[src/rtl/sfp_pkg.sv]
package sfp_pkg;
  localparam int DW     = 32;
  localparam int NFLAGS = 8;

  // flag positions
  localparam int FL_TX_LOW   = 0;
  localparam int FL_RX_HIGH  = 1;
  localparam int FL_TX_EMPTY = 2;
  localparam int FL_RX_FULL  = 3;
  localparam int FL_TX_OVR   = 4;
  localparam int FL_TX_UND   = 5;
  localparam int FL_RX_OVR   = 6;
  localparam int FL_RX_UND   = 7;

  localparam logic [NFLAGS-1:0] TX_GROUP = 8'h35;
  localparam logic [NFLAGS-1:0] RX_GROUP = 8'hCA;

  typedef enum logic [1:0] {
    SZ_BYTE = 2'd0,
    SZ_HALF = 2'd1,
    SZ_WORD = 2'd2,
    SZ_WRD2 = 2'd3
  } acc_size_e;

  function automatic logic [DW-1:0] size_fit(input logic [DW-1:0] d, input logic [1:0] sz);
    logic [DW-1:0] r;
    case (acc_size_e'(sz))
      SZ_BYTE: r = {{(DW-8){1'b0}}, d[7:0]};
      SZ_HALF: r = {{(DW-16){1'b0}}, d[15:0]};
      default: r = d;
    endcase
    return r;
  endfunction
endpackage

[src/rtl/sfp_queue.sv]
module sfp_queue #(
  parameter int DEPTH = 16,
  parameter int DW    = 32,
  localparam int AW   = $clog2(DEPTH),
  localparam int CW   = $clog2(DEPTH + 1)
) (
  input  logic          clk,
  input  logic          rst_n,
  input  logic          en,
  input  logic          clr,
  input  logic          in_valid,
  output logic          in_ready,
  input  logic [DW-1:0] in_data,
  output logic          out_valid,
  input  logic          out_ready,
  output logic [DW-1:0] out_data,
  output logic [CW-1:0] count,
  output logic          ovr_ev,
  output logic          und_ev
);
  logic [DW-1:0] mem [DEPTH];
  logic [AW-1:0] wr_ptr, rd_ptr;
  logic [CW-1:0] count_q;
  logic          push_ok, pop_ok;

  assign in_ready  = en && (count_q != CW'(DEPTH));
  assign out_valid = en && (count_q != '0);
  assign push_ok   = in_valid && in_ready;
  assign pop_ok    = out_ready && out_valid;
  assign out_data  = out_valid ? mem[rd_ptr] : '0;
  assign ovr_ev    = en && in_valid && !in_ready;
  assign und_ev    = en && out_ready && !out_valid;
  assign count     = count_q;

  function automatic logic [AW-1:0] step(input logic [AW-1:0] p);
    return (p == AW'(DEPTH - 1)) ? '0 : p + 1'b1;
  endfunction

  always_ff @(posedge clk) begin
    if (push_ok && !clr) mem[wr_ptr] <= in_data;
  end

  always_ff @(posedge clk or negedge rst_n) begin
    if (!rst_n) begin
      wr_ptr  <= '0;
      rd_ptr  <= '0;
      count_q <= '0;
    end else if (clr) begin
      wr_ptr  <= '0;
      rd_ptr  <= '0;
      count_q <= '0;
    end else begin
      if (push_ok) wr_ptr <= step(wr_ptr);
      if (pop_ok)  rd_ptr <= step(rd_ptr);
      case ({push_ok, pop_ok})
        2'b10:   count_q <= count_q + 1'b1;
        2'b01:   count_q <= count_q - 1'b1;
        default: count_q <= count_q;
      endcase
    end
  end

  a_r2_count_bound: assert property (@(posedge clk) disable iff (!rst_n)
    count_q <= CW'(DEPTH));
  a_r10_clear_empties: assert property (@(posedge clk) disable iff (!rst_n)
    clr |=> count_q == '0);
  a_r5_reject_keeps_count: assert property (@(posedge clk) disable iff (!rst_n)
    (in_valid && !in_ready && !(out_ready && out_valid) && !clr) |=> $stable(count_q));
  a_r13_disabled_holds: assert property (@(posedge clk) disable iff (!rst_n)
    (!en && !clr) |=> $stable(count_q));
endmodule

[src/rtl/sfp_level.sv]
module sfp_level #(
  parameter int CW    = 5,
  parameter int LW    = 5,
  parameter bit ABOVE = 1'b0,
  localparam int MW   = (CW > LW) ? CW : LW
) (
  input  logic          en,
  input  logic          dma_en,
  input  logic [CW-1:0] count,
  input  logic [LW-1:0] level,
  output logic          cond,
  output logic          dma_req
);
  logic [MW-1:0] c_ext, l_ext;
  assign c_ext = MW'(count);
  assign l_ext = MW'(level);

  generate
    if (ABOVE) begin : g_above
      assign cond = en && (c_ext > l_ext);
    end else begin : g_below
      assign cond = en && (c_ext < l_ext);
    end
  endgenerate

  assign dma_req = dma_en && cond;
endmodule

[src/rtl/sfp_flags.sv]
module sfp_flags #(
  parameter int N = 8
) (
  input  logic         clk,
  input  logic         rst_n,
  input  logic [N-1:0] set,
  input  logic [N-1:0] w1c,
  input  logic [N-1:0] clr_mask,
  input  logic [N-1:0] irq_en,
  output logic [N-1:0] flags,
  output logic         irq
);
  logic [N-1:0] flags_q;

  generate
    for (genvar i = 0; i < N; i++) begin : g_bit
      always_ff @(posedge clk or negedge rst_n) begin
        if (!rst_n)           flags_q[i] <= 1'b0;
        else if (clr_mask[i]) flags_q[i] <= 1'b0;
        else if (set[i])      flags_q[i] <= 1'b1;
        else if (w1c[i])      flags_q[i] <= 1'b0;
      end

      a_r11_event_wins: assert property (@(posedge clk) disable iff (!rst_n)
        (set[i] && !clr_mask[i]) |=> flags_q[i]);
      a_r11_sticky: assert property (@(posedge clk) disable iff (!rst_n)
        (flags_q[i] && !w1c[i] && !clr_mask[i]) |=> flags_q[i]);
      a_r11_w1c_drops: assert property (@(posedge clk) disable iff (!rst_n)
        (w1c[i] && !set[i]) |=> !flags_q[i]);
      a_r10_group_clear: assert property (@(posedge clk) disable iff (!rst_n)
        clr_mask[i] |=> !flags_q[i]);
    end
  endgenerate

  assign flags = flags_q;
  assign irq   = |(flags_q & irq_en);
endmodule

[src/rtl/spi_fifo_pair.sv]
module spi_fifo_pair #(
  parameter int TX_DEPTH = 16,
  parameter int RX_DEPTH = 32,
  parameter int TX_LW    = 5,
  parameter int RX_LW    = 6
) (
  input  logic                            clk,
  input  logic                            rst_n,
  input  logic                            tx_en,
  input  logic                            rx_en,
  input  logic                            tx_clr,
  input  logic                            rx_clr,
  input  logic [TX_LW-1:0]                tx_level,
  input  logic [RX_LW-1:0]                rx_level,
  input  logic                            tx_dma_en,
  input  logic                            rx_dma_en,
  input  logic [7:0]                      irq_en,
  input  logic [7:0]                      flag_clr,
  input  logic                            bw_valid,
  output logic                            bw_ready,
  input  logic [1:0]                      bw_size,
  input  logic [31:0]                     bw_data,
  output logic                            br_valid,
  input  logic                            br_ready,
  input  logic [1:0]                      br_size,
  output logic [31:0]                     br_data,
  output logic                            st_valid,
  input  logic                            st_ready,
  output logic [31:0]                     st_data,
  input  logic                            sr_valid,
  output logic                            sr_ready,
  input  logic [31:0]                     sr_data,
  output logic [$clog2(TX_DEPTH+1)-1:0]   tx_count,
  output logic [$clog2(RX_DEPTH+1)-1:0]   rx_count,
  output logic [7:0]                      flags,
  output logic                            irq,
  output logic                            tx_dma_req,
  output logic                            rx_dma_req
);
  import sfp_pkg::*;

  localparam int TX_CW = $clog2(TX_DEPTH + 1);
  localparam int RX_CW = $clog2(RX_DEPTH + 1);

  logic [DW-1:0]     tx_in, rx_head;
  logic              tx_ovr, tx_und, rx_ovr, rx_und;
  logic              tx_low, rx_high;
  logic [NFLAGS-1:0] ev, clr_mask;

  assign tx_in = size_fit(bw_data, bw_size);

  sfp_queue #(.DEPTH(TX_DEPTH), .DW(DW)) u_txq (
    .clk(clk), .rst_n(rst_n), .en(tx_en), .clr(tx_clr),
    .in_valid(bw_valid), .in_ready(bw_ready), .in_data(tx_in),
    .out_valid(st_valid), .out_ready(st_ready), .out_data(st_data),
    .count(tx_count), .ovr_ev(tx_ovr), .und_ev(tx_und)
  );

  sfp_queue #(.DEPTH(RX_DEPTH), .DW(DW)) u_rxq (
    .clk(clk), .rst_n(rst_n), .en(rx_en), .clr(rx_clr),
    .in_valid(sr_valid), .in_ready(sr_ready), .in_data(sr_data),
    .out_valid(br_valid), .out_ready(br_ready), .out_data(rx_head),
    .count(rx_count), .ovr_ev(rx_ovr), .und_ev(rx_und)
  );

  assign br_data = size_fit(rx_head, br_size);

  sfp_level #(.CW(TX_CW), .LW(TX_LW), .ABOVE(1'b0)) u_txlvl (
    .en(tx_en), .dma_en(tx_dma_en), .count(tx_count), .level(tx_level),
    .cond(tx_low), .dma_req(tx_dma_req)
  );

  sfp_level #(.CW(RX_CW), .LW(RX_LW), .ABOVE(1'b1)) u_rxlvl (
    .en(rx_en), .dma_en(rx_dma_en), .count(rx_count), .level(rx_level),
    .cond(rx_high), .dma_req(rx_dma_req)
  );

  always_comb begin
    ev = '0;
    ev[FL_TX_LOW]   = tx_low;
    ev[FL_RX_HIGH]  = rx_high;
    ev[FL_TX_EMPTY] = tx_en && (tx_count == '0);
    ev[FL_RX_FULL]  = rx_en && (rx_count == RX_CW'(RX_DEPTH));
    ev[FL_TX_OVR]   = tx_ovr;
    ev[FL_TX_UND]   = tx_und;
    ev[FL_RX_OVR]   = rx_ovr;
    ev[FL_RX_UND]   = rx_und;
    clr_mask = (tx_clr ? TX_GROUP : '0) | (rx_clr ? RX_GROUP : '0);
  end

  sfp_flags #(.N(NFLAGS)) u_flags (
    .clk(clk), .rst_n(rst_n), .set(ev), .w1c(flag_clr), .clr_mask(clr_mask),
    .irq_en(irq_en), .flags(flags), .irq(irq)
  );

  a_r6_underrun_flags: assert property (@(posedge clk) disable iff (!rst_n)
    (st_ready && !st_valid && tx_en && !tx_clr) |=> flags[FL_TX_UND]);
  a_r8_underrun_flags: assert property (@(posedge clk) disable iff (!rst_n)
    (br_ready && !br_valid && rx_en && !rx_clr) |=> flags[FL_RX_UND]);
  a_r7_overrun_flags: assert property (@(posedge clk) disable iff (!rst_n)
    (sr_valid && !sr_ready && rx_en && !rx_clr) |=> flags[FL_RX_OVR]);
endmodule

[config.mk]
export PLATFORM = sky130hd
export DESIGN_NAME = spi_fifo_pair
export DESIGN_NICKNAME = d
export VERILOG_FILES = /design/src/rtl/sfp_pkg.sv /design/src/rtl/sfp_queue.sv /design/src/rtl/sfp_level.sv /design/src/rtl/sfp_flags.sv /design/src/rtl/spi_fifo_pair.sv
export SDC_FILE = /design/constraint.sdc
export NUM_CORES = 1
export LEC_CHECK = 0
export CELL_PAD_IN_SITES_DETAIL_PLACEMENT = 0
export CELL_PAD_IN_SITES_GLOBAL_PLACEMENT = 1
export CORE_ASPECT_RATIO = 1.4
export CORE_UTILIZATION = 50
export DETAILED_ROUTE_END_ITERATION = 8
export GPL_ROUTABILITY_DRIVEN = 0
export MAX_ROUTING_LAYER = met4
export PLACE_DENSITY_LB_ADDON = 0.1
export SLEW_MARGIN = 15
export SYNTH_ARGS = -nofsm -noshare
export SYNTH_HDL_FRONTEND = slang
export SYNTH_SLANG_ARGS = --single-unit
[constraint.sdc]
create_clock -name clk -period 6.45 [get_ports clk]
set_input_delay 1.935 -clock clk [delete_from_list [all_inputs] [get_ports clk]]
set_output_delay 1.935 -clock clk [all_outputs]
set_load 0.01 [all_outputs]
==> After elaboration in Yosys (flattened, before gate mapping) <==
Memories as Yosys holds them, arrays and structs flattened.
Cells that the tools add are included.
{ "totals": {"in_bits": 107, "word_cells": 141, "output_inout_bits": 90, "regBits": 37, "mem_bits_rw": 1536, "memories": 2} }
{ "op_classes": {"add_sub_neg": 8, "n_mux": 50, "n_eq_ne": 13, "n_lt_le_gt_ge": 2, "n_reduce_logical": 50, "bitwise_logic": 2} }
{ "mem_list": {"columns": ["name", "words", "word_bits", "rd", "rd_ports_with_merged_regs", "wr", "line", "text"], "rows": [
  ["u_rxq.mem", 32, 32, 1, 0, 1, "sfp_queue.sv:21", "logic [DW-1:0] mem [DEPTH];"],
  ["u_txq.mem", 16, 32, 1, 0, 1, "sfp_queue.sv:21", null]
]} }
{ "ops": {"columns": ["operator", "count"], "rows": [
  ["case mux 32 bit (2 select lines)", 2],
  ["2-to-1 mux 32 bit", 2],
  ["2-to-1 mux 5 bit", 7],
  ["nonzero test 3 bit", 10],
  ["2-to-1 mux 1 bit", 28],
  ["logical AND 1 bit", 24],
  ["2-to-1 mux 4 bit", 6],
  ["adder 5 x 1 -> 5 bit (second input constant)", 3],
  ["2-to-1 mux 6 bit", 2],
  ["case mux 6 bit (2 select lines)", 1],
  ["== test 5 bit (second input constant)", 2],
  ["case mux 5 bit (2 select lines)", 1],
  ["adder 4 x 1 -> 4 bit (second input constant)", 2],
  ["AND 8 bit", 1],
  ["== test 2 x 1 -> 1 bit (second input constant)", 4],
  ["== test 4 bit (second input constant)", 2],
  ["2-to-1 mux 8 bit", 1],
  ["bitwise OR 6 x 8 -> 8 bit", 1],
  ["nonzero test 2 bit", 4],
  ["OR reduction 8 bit", 1],
  ["adder 6 x 1 -> 6 bit (second input constant)", 1],
  ["== test 6 bit (second input constant)", 1],
  ["> comparator 6 bit", 1],
  ["zero test 1 bit", 6],
  ["10 further kinds", 12]
]} }

==> Longest topological paths before layout <==
{ "depth": {"depth_word": 6, "depth_mapped": 12, "mapped_depth_nobuf": 12} }

==> By module <==
A second synthesis with hierarchy kept.
{ "hier_totals": {"hier_cells": 2765, "hier_area_um2": 61851.8} }
{ "modules_own_cells": {"columns": ["mod", "area_per_inst_um2", "seq_area_each_um2", "n_inst", "cells_each"], "rows": [
  ["sfp_queue at u_rxq", 40189.8, 31149.9, 1, 1666],
  ["sfp_queue at u_txq", 20654.8, 15700.1, 1, 965],
  ["sfp_flags", 356.6, 200.2, 1, 37],
  ["spi_fifo_pair", 351.6, 0.0, 1, 57],
  ["sfp_level at u_rxlvl", 180.2, 0.0, 1, 23],
  ["sfp_level at u_txlvl", 118.9, 0.0, 1, 17]
]} }

==> Least setup slack after synthesis <==
OpenSTA, ideal clock, no wires.
{ "synth_path": {"path_type": "input to register", "startpoint": "input port tx_en", "endpoint": "memory u_txq.mem[2][0], enable pin", "required_ns": 5.948, "arrival_ns": 5.825, "setup_ns": 0.502, "path_stages": 4, "n_path_buf": 1, "path_slack_ns": 0.124, "path_cell_list": "clkbuf_1 > a21boi_1 > nand2_1 > nor4_1"} }
{ "synth_between": {"elab_chain_cells": 5} }
{ "synth_rtl": {"columns": ["element", "line", "text"], "rows": [
  ["start, declared", "spi_fifo_pair.sv:9", "input logic tx_en,"],
  ["logical AND 1 bit", "sfp_queue.sv:26", "assign in_ready = en && (count_q != CW'(DEPTH));"],
  ["named net bw_ready", "spi_fifo_pair.sv:20", "output logic bw_ready,"],
  ["logical AND 1 bit", "sfp_queue.sv:28", "assign push_ok = in_valid && in_ready;"],
  ["logical AND 1 bit", "sfp_queue.sv:40", "if (push_ok && !clr) mem[wr_ptr] <= in_data;"],
  ["2-to-1 mux 1 bit", "sfp_queue.sv:40", null],
  ["2-to-1 mux 1 bit (implied by the code)", "sfp_queue.sv:40", null],
  ["end, declared", "sfp_queue.sv:21", null]
]} }
The timed path passes the listed nets, and every way through them passes these cells.

==> Worst setup path in the final report <==
{ "layout_path": {"startpoint": "input port rx_en", "endpoint": "output port br_data[30]"} }
{ "layout_between": {"elab_chain_cells": 3} }
{ "layout_rtl": {"columns": ["element", "line", "text"], "rows": [
  ["start, declared", "spi_fifo_pair.sv:10", "input logic rx_en,"],
  ["logical AND 1 bit", "sfp_queue.sv:27", "assign out_valid = en && (count_q != '0);"],
  ["2-to-1 mux 32 bit", "sfp_queue.sv:30", "assign out_data = out_valid ? mem[rd_ptr] : '0;"],
  ["case mux 32 bit (2 select lines)", "sfp_pkg.sv:27", "case (acc_size_e'(sz))"],
  ["end, declared", "spi_fifo_pair.sv:26", "output logic [31:0] br_data,"]
]} }
Every way passes these cells.

==> metrics.txt <==
status finished, final reports clean; CTS sink cnt 1573; CP top delay family buffers and inverters; critical path data required time 4.51 ns; Critical Path AT 4.47 ns; Crit. Startpoint rx_en; worst slew pin tran approximately 1.1 ns; die width about 300 um; Reg clk slew, reported paths 0.07 ns; final setup margin 0.04177 ns; clk_skew 0.02103 ns; Fillers roughly 8700; Seq/Total Area, Yosys 76.88%; reg2reg setup slack 3.15 ns; RSZ-0062 raised after global routing false; dpl ws 0.1437 ns; Setup TNS 0 ns; crit-path max FO 16; Static Leakage between 20 and 25 nW; Residual DRC 0; later-pin clock latency in the skew report 0.79 ns; Mean Syn Cell Area 23.23 um2; hold_buf cts 0; H-tree Lvls 4; synth warn 0; cts repair resizes 0; syn nets 2771; Final Cycle Share 99.35%; PortBufs 196; critical path class primary input to output port; Cells after Synth 2635; Worst IR Drop VDD approximately 280 uV; GRT Residual Overflow 0; Routed Antenna Nets 0; Max-Cap Viols 0; first-pass GRT wire length 212.8 mm; CP max-delay cell clkdlybuf4s50_1; placed instance count 4404; layout cell share with drive strength beyond 1 28.19%; Worst slew margin between 20% and 30%; commonest non-fill, non-tap cell in the layout edfxtp_1; DP HPWL 82.82 mm; pwr/cell area roughly 300 nW/um2; post-CTS setup buffer count 0; Hold WS approximately 0.55 ns; Avg WL per Cell between 30 and 40 um; CTS tree built; final hold vios 0; die height between 400 and 500 um; EDFF count, synth between 1500 and 2000; Max Fclk between 150 and 200 MHz; Global Route Usage Sum 25.06%; #FFs+latches synth approximately 1600; Setup crit end kind output port; Core Area 121100 um2; Die ar. 123800 um2; CTS buffer count 149; Synth cell types 62; Reg-to-Reg Start u_txq.count[1]; TritonRoute pass-1 iters 6; Critical path destination br_data[30]; vias in the first global route about 30000; Non-Filler Instances 4680; Final min period 6.408 ns; CP Launch Type primary input; Layout area overhead 15.60%; Async SR Flop Fraction 2.352%; Main synth FF type edfxtp_1; Crit path depth 7; CTS root buf clkbuf_16; row cnt 151; io pins 197; Reg2Reg Depth 12; worst r2r dst u_txq.count[4]; final net count 3085; hold-critical path depth 1; Buf+Inv Stages, Crit Path 4; drt via density between 6 and 7; slowest stage delay, CP 0.67 ns; Vias 28460; final setup fails 0; Post-Route WL 146.6 mm; pin count of the biggest net entering global routing 47; initial antenna violation count 9; Starting Density 50.54%; synthesized area 61200 um2; most frequent cells in the layout 1536 x edfxtp_1, 480 x mux4_2, 194 x clkdlybuf4s50_1; Final Slew Violations 0; critical path cell sequence clkdlybuf4s50_1 > and2_1 > nand3_1 > buf_4 > o22ai_1 > buf_4 > clkdlybuf4s50_1; worst hold path class register to register; Clock Path Buffers 3; initial drt markers 2553
synth_stat cells, types with 3 or more instances:
library cell	instances	share of area [%]
a22oi_1	4	0.049
a21boi_0	3	0.037
a21o_1	3	0.037
nand3b_1	3	0.037
o21a_1	3	0.037
buf_6	6	0.11
nand4_1	4	0.041
mux4_2	480	18
or4_1	3	0.037
inv_1	58	0.36
buf_2	42	0.34
mux2i_1	7	0.11
o22ai_1	17	0.17
a22o_1	17	0.24
edfxtp_1	1536	75
nor2b_1	11	0.11
nand3_1	13	0.11
o21ai_0	16	0.13
dfrtp_1	37	1.5
xor2_1	5	0.072
xnor2_1	6	0.086
and3_1	4	0.041
nor3_1	9	0.074
ha_1	28	0.57
nand2b_1	6	0.061
buf_1	17	0.10
a31oi_1	3	0.031
a21oi_1	29	0.24
nor2_1	77	0.47
nand2_1	24	0.15
clkbuf_1	70	0.43
and2_1	52	0.53
report_power, final:
part / switching [mW] / internal (mW)
Sequential: 0.0719 / 11.3
Clock: 3.69 / 4.81
Combinational: 0.717 / 0.763
routing by layer:
layer | track usage, % | part of all wire (%) | vias to the layer above
met1 | 30.77 | 39 | 15560
met3 | 3.680 | 4.9 | 196
met4 | 7.339 | 2.2 | 0
met2 | 43.23 | 54 | 874
li1 | - | - | 11820
met5 | - | 0 | -
worst min-delay path by stage:
stage                     start          endpoint
3_3_place_gp   u_flags.flags[0]  u_flags.flags[0]
4_1_cts        u_flags.flags[0]  u_flags.flags[0]
2_1_floorplan   u_txq.wr_ptr[3]   u_txq.wr_ptr[3]
3_5_place_dp   u_flags.flags[0]  u_flags.flags[0]
6_report       u_flags.flags[0]  u_flags.flags[0]
5_1_grt        u_flags.flags[0]  u_flags.flags[0]
metrics by stage:
stage               power, mW  area (um2)  utilization (%)
floorplan               12.43       61200                -
global placement        13.02       66030            54.53
detailed placement      13.06       66030            54.53
CTS                     21.50       70730            58.40
global route            21.95       70740            58.41
finish                  21.30       70750            58.42
cell type report:
class                      count  area, um2  area share (%)
sequential                  1573      47080           66.54
multi-input combinational    867      13670           19.32
clock buffer                 191       4013           5.671
timing repair buffer         300       3060           4.326
tap                         1606       2009           2.840
clock inverter                76      681.9          0.9638
inverter                      58      217.7          0.3077
antenna                        9      22.52         0.03183
flip-flops by register name (all words and copies together) (netlist names):
register,flops
u_txq.count,5
u_txq.wr_ptr,4
u_rxq.mem,1024
u_rxq.count,6
u_rxq.rd_ptr,5
u_txq.mem,512
u_rxq.wr_ptr,5
u_txq.rd_ptr,4
u_flags.flags,8
cell families after synthesis:
| kind of cell | Yosys count | synth area share (%) |
|---|---|---|
| flops | 1573 | 76.88 |
| compound gates | 113 | 1.239 |
| fa+ha+maj | 29 | 0.6051 |
| xor+xnor | 12 | 0.1840 |
| mux | 488 | 17.80 |
| buf+inv | 195 | 1.368 |
| simple gates | 225 | 1.932 |
Note: power is estimated with default switching activity, not from simulation.
